File: config.mk
export PLATFORM = sky130hd
export DESIGN_NAME = cbrx_filter_router
export DESIGN_NICKNAME = d
export VERILOG_FILES = /design/src/rtl/cbrx_pkg.sv /design/src/rtl/cbrx_hdr_check.sv /design/src/rtl/cbrx_bip_check.sv /design/src/rtl/cbrx_cell_store.sv /design/src/rtl/cbrx_sat_ctr.sv /design/src/rtl/cbrx_filter_router.sv
export SDC_FILE = /design/constraint.sdc
export NUM_CORES = 1
export LEC_CHECK = 0
export BUFFER_PORTS_ARGS = -buffer_cell sky130_fd_sc_hd__buf_2
export CAP_MARGIN = 20
export CORE_ASPECT_RATIO = 1.4
export CORE_MARGIN = 2
export CORE_UTILIZATION = 60
export DETAILED_ROUTE_END_ITERATION = 10
export PLACE_DENSITY_LB_ADDON = 0.12
export SKIP_LAST_GASP = 1
export SYNTH_ARGS = -nofsm -noshare
export SYNTH_HDL_FRONTEND = slang
export SYNTH_SLANG_ARGS = --single-unit
File: constraint.sdc
create_clock -name clk -period 9.3 [get_ports clk]
set_clock_uncertainty 0.1 [all_clocks]
set_input_delay 2.79 -clock clk [delete_from_list [all_inputs] [get_ports clk]]
set_output_delay 2.79 -clock clk [all_outputs]
set_load 0.01 [all_outputs]
File: src/rtl/cbrx_pkg.sv
package cbrx_pkg;

   localparam int WORD_W   = 32;
   localparam int NUM_DEST = 3;
   localparam int DEST_W   = 2;

   typedef enum logic [1:0] {
      KIND_SINGLE = 2'b00,
      KIND_MCAST  = 2'b01,
      KIND_BCAST  = 2'b10,
      KIND_RSVD   = 2'b11
   } cell_kind_e;

   typedef enum logic [1:0] {
      DEST_LOOP = 2'b00,
      DEST_CTRL = 2'b01,
      DEST_PHY  = 2'b10,
      DEST_NONE = 2'b11
   } dest_e;

   typedef enum logic [1:0] {
      ST_IDLE = 2'b00,
      ST_FILL = 2'b01,
      ST_HOLD = 2'b10
   } store_st_e;

   localparam int DROP_CRC  = 0;
   localparam int DROP_BIP  = 1;
   localparam int DROP_BUSY = 2;
   localparam int NUM_DROP  = 3;

endpackage

File: src/rtl/cbrx_hdr_check.sv
module cbrx_hdr_check
   import cbrx_pkg::*;
#(
   parameter int ADDR_W = 5
) (
   input  logic [WORD_W-1:0]    hdr,
   input  logic [ADDR_W-1:0]    unit_addr,
   input  logic [2**ADDR_W-1:0] mc_mask,
   output logic                 crc_ok,
   output logic                 addr_hit,
   output logic                 dest_ok,
   output logic [DEST_W-1:0]    dest
);

   localparam int CRC_W  = 4;
   localparam int BODY_W = WORD_W - CRC_W;

   generate
      if (ADDR_W < 1 || ADDR_W > BODY_W - 4) begin : g_bad_addr_w
         $error("cbrx_hdr_check: ADDR_W out of range");
      end
   endgenerate

   function automatic logic [CRC_W-1:0] crc4_of(input logic [BODY_W-1:0] body);
      logic [CRC_W-1:0] c;
      logic             fb;
      c = '0;
      for (int b = BODY_W - 1; b >= 0; b--) begin
         fb = c[CRC_W-1] ^ body[b];
         c  = {c[CRC_W-2:0], 1'b0};
         if (fb) c = c ^ 4'b0011;
      end
      return c;
   endfunction

   cell_kind_e        kind;
   logic [ADDR_W-1:0] tag;

   assign kind   = cell_kind_e'(hdr[WORD_W-1 -: 2]);
   assign tag    = hdr[CRC_W +: ADDR_W];
   assign crc_ok = (crc4_of(hdr[WORD_W-1:CRC_W]) == hdr[CRC_W-1:0]);
   assign dest   = hdr[WORD_W-3 -: DEST_W];
   assign dest_ok = (dest_e'(dest) != DEST_NONE);

   always_comb begin
      unique case (kind)
         KIND_SINGLE: addr_hit = (tag == unit_addr);
         KIND_MCAST:  addr_hit = mc_mask[tag];
         KIND_BCAST:  addr_hit = 1'b1;
         default:     addr_hit = 1'b0;
      endcase
   end

endmodule

File: src/rtl/cbrx_bip_check.sv
module cbrx_bip_check
   import cbrx_pkg::*;
(
   input  logic              clk,
   input  logic              rst_n,
   input  logic              start,
   input  logic              step,
   input  logic [WORD_W-1:0] word,
   output logic              bip_ok
);

   localparam int NBYTES = WORD_W / 8;

   generate
      if (WORD_W % 8 != 0 || NBYTES < 2) begin : g_bad_word_w
         $error("cbrx_bip_check: word must hold at least two whole bytes");
      end
   endgenerate

   logic [7:0] acc_q;
   logic [7:0] fold_low;
   logic [7:0] fold_all;

   always_comb begin
      fold_low = '0;
      for (int k = 0; k < NBYTES - 1; k++) begin
         fold_low = fold_low ^ word[8*k +: 8];
      end
      fold_all = fold_low ^ word[WORD_W-1 -: 8];
   end

   always_ff @(posedge clk) begin
      if (!rst_n) begin
         acc_q <= '0;
      end else if (start) begin
         acc_q <= fold_all;
      end else if (step) begin
         acc_q <= acc_q ^ fold_all;
      end
   end

   assign bip_ok = ((acc_q ^ fold_low) == word[WORD_W-1 -: 8]);

endmodule

File: src/rtl/cbrx_cell_store.sv
module cbrx_cell_store
   import cbrx_pkg::*;
#(
   parameter int WORDS = 16,
   localparam int IDX_W = $clog2(WORDS)
) (
   input  logic              clk,
   input  logic              wr_en,
   input  logic [IDX_W-1:0]  wr_idx,
   input  logic [WORD_W-1:0] wr_data,
   input  logic [IDX_W-1:0]  rd_idx,
   output logic [WORD_W-1:0] rd_data
);

   logic [WORD_W-1:0] mem [WORDS];

   always_ff @(posedge clk) begin
      if (wr_en) mem[wr_idx] <= wr_data;
   end

   assign rd_data = mem[rd_idx];

endmodule

File: src/rtl/cbrx_sat_ctr.sv
module cbrx_sat_ctr #(
   parameter int CNT_W = 16
) (
   input  logic             clk,
   input  logic             rst_n,
   input  logic             inc,
   output logic [CNT_W-1:0] count
);

   generate
      if (CNT_W < 1) begin : g_bad_cnt_w
         $error("cbrx_sat_ctr: CNT_W must be positive");
      end
   endgenerate

   always_ff @(posedge clk) begin
      if (!rst_n) begin
         count <= '0;
      end else if (inc && count != {CNT_W{1'b1}}) begin
         count <= count + 1'b1;
      end
   end

endmodule

File: src/rtl/cbrx_filter_router.sv
module cbrx_filter_router
   import cbrx_pkg::*;
#(
   parameter int FRAME_WORDS = 16,
   parameter int ADDR_W      = 5,
   parameter int CNT_W       = 16
) (
   input  logic                 clk,
   input  logic                 rst_n,
   input  logic [WORD_W-1:0]    cb_word,
   input  logic                 cb_sof,
   input  logic                 cb_grant_ok,
   input  logic [ADDR_W-1:0]    unit_addr,
   input  logic [2**ADDR_W-1:0] mc_mask,
   input  logic [NUM_DEST-1:0]  out_ready,
   output logic [NUM_DEST-1:0]  out_valid,
   output logic [WORD_W-1:0]    out_data,
   output logic                 out_last,
   output logic [CNT_W-1:0]     crc_drops,
   output logic [CNT_W-1:0]     bip_drops,
   output logic [CNT_W-1:0]     busy_drops
);

   localparam int            IDX_W    = $clog2(FRAME_WORDS);
   localparam logic [IDX_W-1:0] LAST_IDX = IDX_W'(FRAME_WORDS - 1);

   generate
      if (FRAME_WORDS < 2) begin : g_bad_frame
         $error("cbrx_filter_router: FRAME_WORDS must be at least 2");
      end
   endgenerate

   store_st_e         st_q;
   logic [IDX_W-1:0]  wr_idx_q;
   logic [IDX_W-1:0]  rd_idx_q;
   logic [DEST_W-1:0] dest_q;

   logic              crc_ok, addr_hit, dest_ok, bip_ok;
   logic [DEST_W-1:0] hdr_dest;

   cbrx_hdr_check #(.ADDR_W(ADDR_W)) u_hdr (
      .hdr       (cb_word),
      .unit_addr (unit_addr),
      .mc_mask   (mc_mask),
      .crc_ok    (crc_ok),
      .addr_hit  (addr_hit),
      .dest_ok   (dest_ok),
      .dest      (hdr_dest)
   );

   logic accept, start_fill, busy_hit, crc_bad;
   logic fill_step, fill_last, bip_bad, drain_fire, drain_done;

   assign accept     = cb_sof & cb_grant_ok & crc_ok & addr_hit & dest_ok;
   assign start_fill = accept & (st_q != ST_HOLD);
   assign busy_hit   = accept & (st_q == ST_HOLD);
   assign crc_bad    = cb_sof & cb_grant_ok & ~crc_ok;
   assign fill_step  = (st_q == ST_FILL) & ~cb_sof;
   assign fill_last  = fill_step & (wr_idx_q == LAST_IDX);
   assign bip_bad    = fill_last & ~bip_ok;
   assign drain_fire = (st_q == ST_HOLD) & out_ready[dest_q];
   assign drain_done = drain_fire & (rd_idx_q == LAST_IDX);

   cbrx_bip_check u_bip (
      .clk    (clk),
      .rst_n  (rst_n),
      .start  (start_fill),
      .step   (fill_step),
      .word   (cb_word),
      .bip_ok (bip_ok)
   );

   cbrx_cell_store #(.WORDS(FRAME_WORDS)) u_store (
      .clk     (clk),
      .wr_en   (start_fill | fill_step),
      .wr_idx  (start_fill ? '0 : wr_idx_q),
      .wr_data (cb_word),
      .rd_idx  (rd_idx_q),
      .rd_data (out_data)
   );

   always_ff @(posedge clk) begin
      if (!rst_n) begin
         st_q     <= ST_IDLE;
         wr_idx_q <= '0;
         rd_idx_q <= '0;
         dest_q   <= '0;
      end else begin
         unique case (st_q)
            ST_IDLE: begin
               if (start_fill) begin
                  st_q     <= ST_FILL;
                  wr_idx_q <= IDX_W'(1);
                  dest_q   <= hdr_dest;
               end
            end
            ST_FILL: begin
               if (cb_sof) begin
                  if (start_fill) begin
                     wr_idx_q <= IDX_W'(1);
                     dest_q   <= hdr_dest;
                  end else begin
                     st_q <= ST_IDLE;
                  end
               end else if (fill_last) begin
                  rd_idx_q <= '0;
                  st_q     <= bip_ok ? ST_HOLD : ST_IDLE;
               end else begin
                  wr_idx_q <= wr_idx_q + 1'b1;
               end
            end
            ST_HOLD: begin
               if (drain_done) begin
                  st_q <= ST_IDLE;
               end else if (drain_fire) begin
                  rd_idx_q <= rd_idx_q + 1'b1;
               end
            end
            default: st_q <= ST_IDLE;
         endcase
      end
   end

   generate
      for (genvar d = 0; d < NUM_DEST; d++) begin : g_stream
         assign out_valid[d] = (st_q == ST_HOLD) && (dest_q == DEST_W'(d));
      end
   endgenerate

   assign out_last = (st_q == ST_HOLD) && (rd_idx_q == LAST_IDX);

   logic [NUM_DROP-1:0] drop_evt;
   logic [CNT_W-1:0]    drop_cnt [NUM_DROP];

   assign drop_evt[DROP_CRC]  = crc_bad;
   assign drop_evt[DROP_BIP]  = bip_bad;
   assign drop_evt[DROP_BUSY] = busy_hit;

   generate
      for (genvar k = 0; k < NUM_DROP; k++) begin : g_drop
         cbrx_sat_ctr #(.CNT_W(CNT_W)) u_ctr (
            .clk   (clk),
            .rst_n (rst_n),
            .inc   (drop_evt[k]),
            .count (drop_cnt[k])
         );
      end
   endgenerate

   assign crc_drops  = drop_cnt[DROP_CRC];
   assign bip_drops  = drop_cnt[DROP_BIP];
   assign busy_drops = drop_cnt[DROP_BUSY];

endmodule

==> flow_results.org <==
** Floorplan
- Die height :: 241 µm
- Die Outline Area :: 0.0416 mm²
- Ports :: 160
- Area of the core region :: 0.0394 mm²
- From left edge to right edge, the die measures 173 µm.
- The initial utilization of the core area, before any placement, comes to 60.9%.
- The floorplan has 86 rows.

** Cells and area
- Commonest non-fill, non-tap cell in the layout :: edfxtp_1
- 0 antenna diodes ended up in the layout.
- In the final layout, the share of cells above drive strength 1 is 30.6%.
- Fillcell total :: 2550
- Area added between synthesis and finish :: 13.7%
- The net count of the finished layout is 1533.
- Leading cell types in the layout, fill and taps excluded :: edfxtp_1 (512), mux4_2 (169), buf_2 (160), dfxtp_1 (68), clkbuf_16 (55)
- The finished layout holds 2018 standard cells, fillers aside.

** Worst setup path
- In this run the register-to-register setup slack is 6.07 ns.
- At the worst endpoint, the required time is 9.39 ns.
- The worst setup path is captured at a register.
- Category of the most critical setup path :: primary input to register
- In this run the worst path has a maximum fanout of 32.
- Kind of start point of the critical path :: primary input
- For the worst setup path, the data arrival time is 6.85 ns.

** Clocking
- Clock Pin Slew Worst Setup and Hold Paths :: 0.06 ns
- Buffers inserted by post-CTS timing repair :: 0
- The number of gates resized after CTS was 0.
- Hold repair after CTS inserted 0 buffers.
- TritonCTS built the clock tree.
- Counting the buffers created by CTS gives 53.
- The H-tree was split into 2 levels.
- CTS placed an instance of clkbuf_16 at the clock tree root.
- Clock latency on the worst-skew pair :: 0.57 ns
- Clock tree synthesis found a total of 584 sinks.
- In this run the deepest clock path goes through 3 buffers.

** STA
- Measured against its own limit, the worst slew margin works out to 27.9%.
- Setup violations remaining at the end of the flow were counted as 0.
- After routing, the total negative slack on setup checks comes to 0 ns.
- Timing would allow up to 148 MHz.
- The worst path uses 72.8% of the clock period.
- For the finished layout, the period the worst path requires is 6.77 ns.
- WHS :: 0.386 ns
- The hold violation total from the final report came to 0.
- Setup repair after global routing left no endpoint under its margin.
- Tightest Pin Transition :: 1.08 ns
- Final Slew Violations :: 0

** Power and ir drop
- Across the VDD grid, the largest voltage drop is 0.142 mV.
- In this run the power density over the cells is 196 mW/mm².
- For this design the static power due to leakage is 8.82 nW.

** Logic synthesis
- Count of flip-flops with a built-in enable after synthesis :: 512
- The most used flip-flop cell after synthesis is edfxtp_1.
- In this run the cell area of the synthesized design comes to 0.0240 mm².
- Mean instance size in the synthesized netlist :: 18.9 µm²
- Counting flops with an async set or reset pin after synthesis yields a share of 0%.
- The Yosys step of the flow raised 0 warnings.
- Largest cells by area after synthesis :: edfxtp_1 (64%), mux4_2 (16%), dfxtp_1 (6.0%)
- When the netlist entered floorplanning its net count stood at 1354.
- Number of distinct standard cells referenced by the synthesized netlist :: 52
- Of all cell types, the one taking the most synthesized area is edfxtp_1.
- After synthesis the netlist holds a flip-flop and latch count of 584.
- The share of the Yosys chip area taken by registers is 70.1%.
- Share of the synthesized area in the top cell type :: 64.1%
- Synthesis produced a netlist whose cell count is 1269.

** Place
- In this run, placement finished with an instance count of 1918.
- Port Buffers :: 159
- Final Wtd Congestion :: 0.842
- Hpwl dp :: 30200 µm

** Global routing
- Number of global-route vias before repair :: 13000
- First-pass GRT wire length :: 78700 µm
- Entering global routing, the biggest net connects 60 pins.
- The number of antenna violations at the first check in global routing is 0.
- Met3 global-route usage :: 3.26%
- Across every metal layer, demand over resource in global routing totals 25.3%.
- GR peak layer :: met2
- Met1 routing resource usage after global routing :: 33.6%
- The total overflow left after global routing is 0.
- Met2 track demand over resource in global routing :: 44.7%

** Flow run
- The tool flagged a number of max-cap violations equal to 0.

** Routing
- Post-DR wirelength/cell :: 25.9 µm
- The first detailed-routing pass took 7 iterations.
- The detailed router finished its first iteration with 1057 violations.
- Via-per-instance ratio :: 6.31
- For this run, design rule violations remaining after detail routing come to 0.
- Summing over every cut layer, the via total after detailed routing is 12700.
- Summed over all layers, the routed wires come to 52200 µm.
- Antenna-violating nets left :: 0

** Min path
- Classification of the worst-slack hold path :: register to register

** Run status
- The flow ran to the end, and the final reports show no timing, DRC or antenna violations.
-- report_power, final --
part / leakage [nW] / internal (W) / switching, W
combinational: 2.80 / 0.000125 / 0.000197
clock: 0.842 / 0.00124 / 0.000920
sequential: 5.18 / 0.00285 / 0.00000528
total: 8.82 / 0.00422 / 0.00112
-- synthesized netlist by cell type, types with 16 or more instances --
| cell type | number |
|---|---|
| and3_1 | 16 |
| nor2_1 | 51 |
| dfxtp_1 | 72 |
| nor3_1 | 17 |
| edfxtp_1 | 512 |
| nand2_1 | 47 |
| o21ai_0 | 17 |
| a21oi_1 | 22 |
| xnor2_1 | 53 |
| nand3_1 | 21 |
| mux4_2 | 169 |
| clkbuf_1 | 44 |
| xor2_1 | 32 |
-- cells by family after synthesis --
| family | share of synthesized area (%) |
|---|---|
| flip-flops | 70.1 |
| XOR/XNOR | 4.35 |
| buffers and inverters | 1.15 |
| AND/OR/NAND/NOR | 4.91 |
| adder cells (fa/ha/maj) | 0.469 |
| AO/OA/AOI/OAI | 2.73 |
| multiplexers | 16.3 |
-- worst max-delay path, cell delays in order --
cell      delay, ns
buf_2          0.32
inv_1          0.12
ha_1           0.31
xnor3_1        0.37
xor2_1         0.28
xnor3_1        0.44
xor2_1         0.21
nand3_1        0.15
a211oi_4       0.40
o211ai_1       0.13
buf_4          0.23
o21ai_0        0.09
and4_2         0.99
-- per-stage QoR --
step | instance area [µm²] | setup slack, ns | util, % | total power [W]
floorplan | 24000 | 2.58 | - | 0.00313
detailed placement | 25500 | 1.92 | 64.8 | 0.00323
CTS | 27300 | 2.51 | 69.2 | 0.00537
global route | 27300 | 2.30 | 69.3 | 0.00548
finish | 27300 | 2.53 | 69.3 | 0.00534
global placement | 25500 | 2.06 | 64.8 | 0.00322
-- path summary, 6_finish.rpt --
path                                               start                  endpoint  depth (start not counted)
worst max-delay path                         cb_word[30]        u_store.mem[12][6]                         13
worst min-delay path            g_drop[0].u_ctr.count[4]  g_drop[0].u_ctr.count[4]                          2
worst max register to register                   st_q[0]        u_store.mem[8][24]                          5
worst min register to register  g_drop[0].u_ctr.count[4]  g_drop[0].u_ctr.count[4]                          2
-- flip-flops by register name, summed over array words and instances (netlist names), named ones only --
signal              cells
st_q                    2
wr_idx_q                4
g_drop.u_ctr.count     48
rd_idx_q                4
dest_q                  2
u_bip.acc_q             8
u_store.mem           512
-- final cells by class --
type | instances | area [µm²] | share of cell area, %
Tap cell | 528 | 661 | 2.42
Clock buffer | 69 | 1450 | 5.31
Inverter | 8 | 30.0 | 0.110
Sequential cell | 584 | 16800 | 61.7
Timing Repair Buffer | 187 | 1040 | 3.80
Clock inverter | 28 | 278 | 1.02
Multi-Input combinational cell | 614 | 7010 | 25.7
-- per-layer routing --
layer | wire length [µm] | share of wire (%)
met5 | 0 | 0
met4 | 1310 | 2.5
met3 | 3160 | 6.0
met2 | 27400 | 52
met1 | 20300 | 39
No activity file was read; power rests on OpenSTA's default activity.
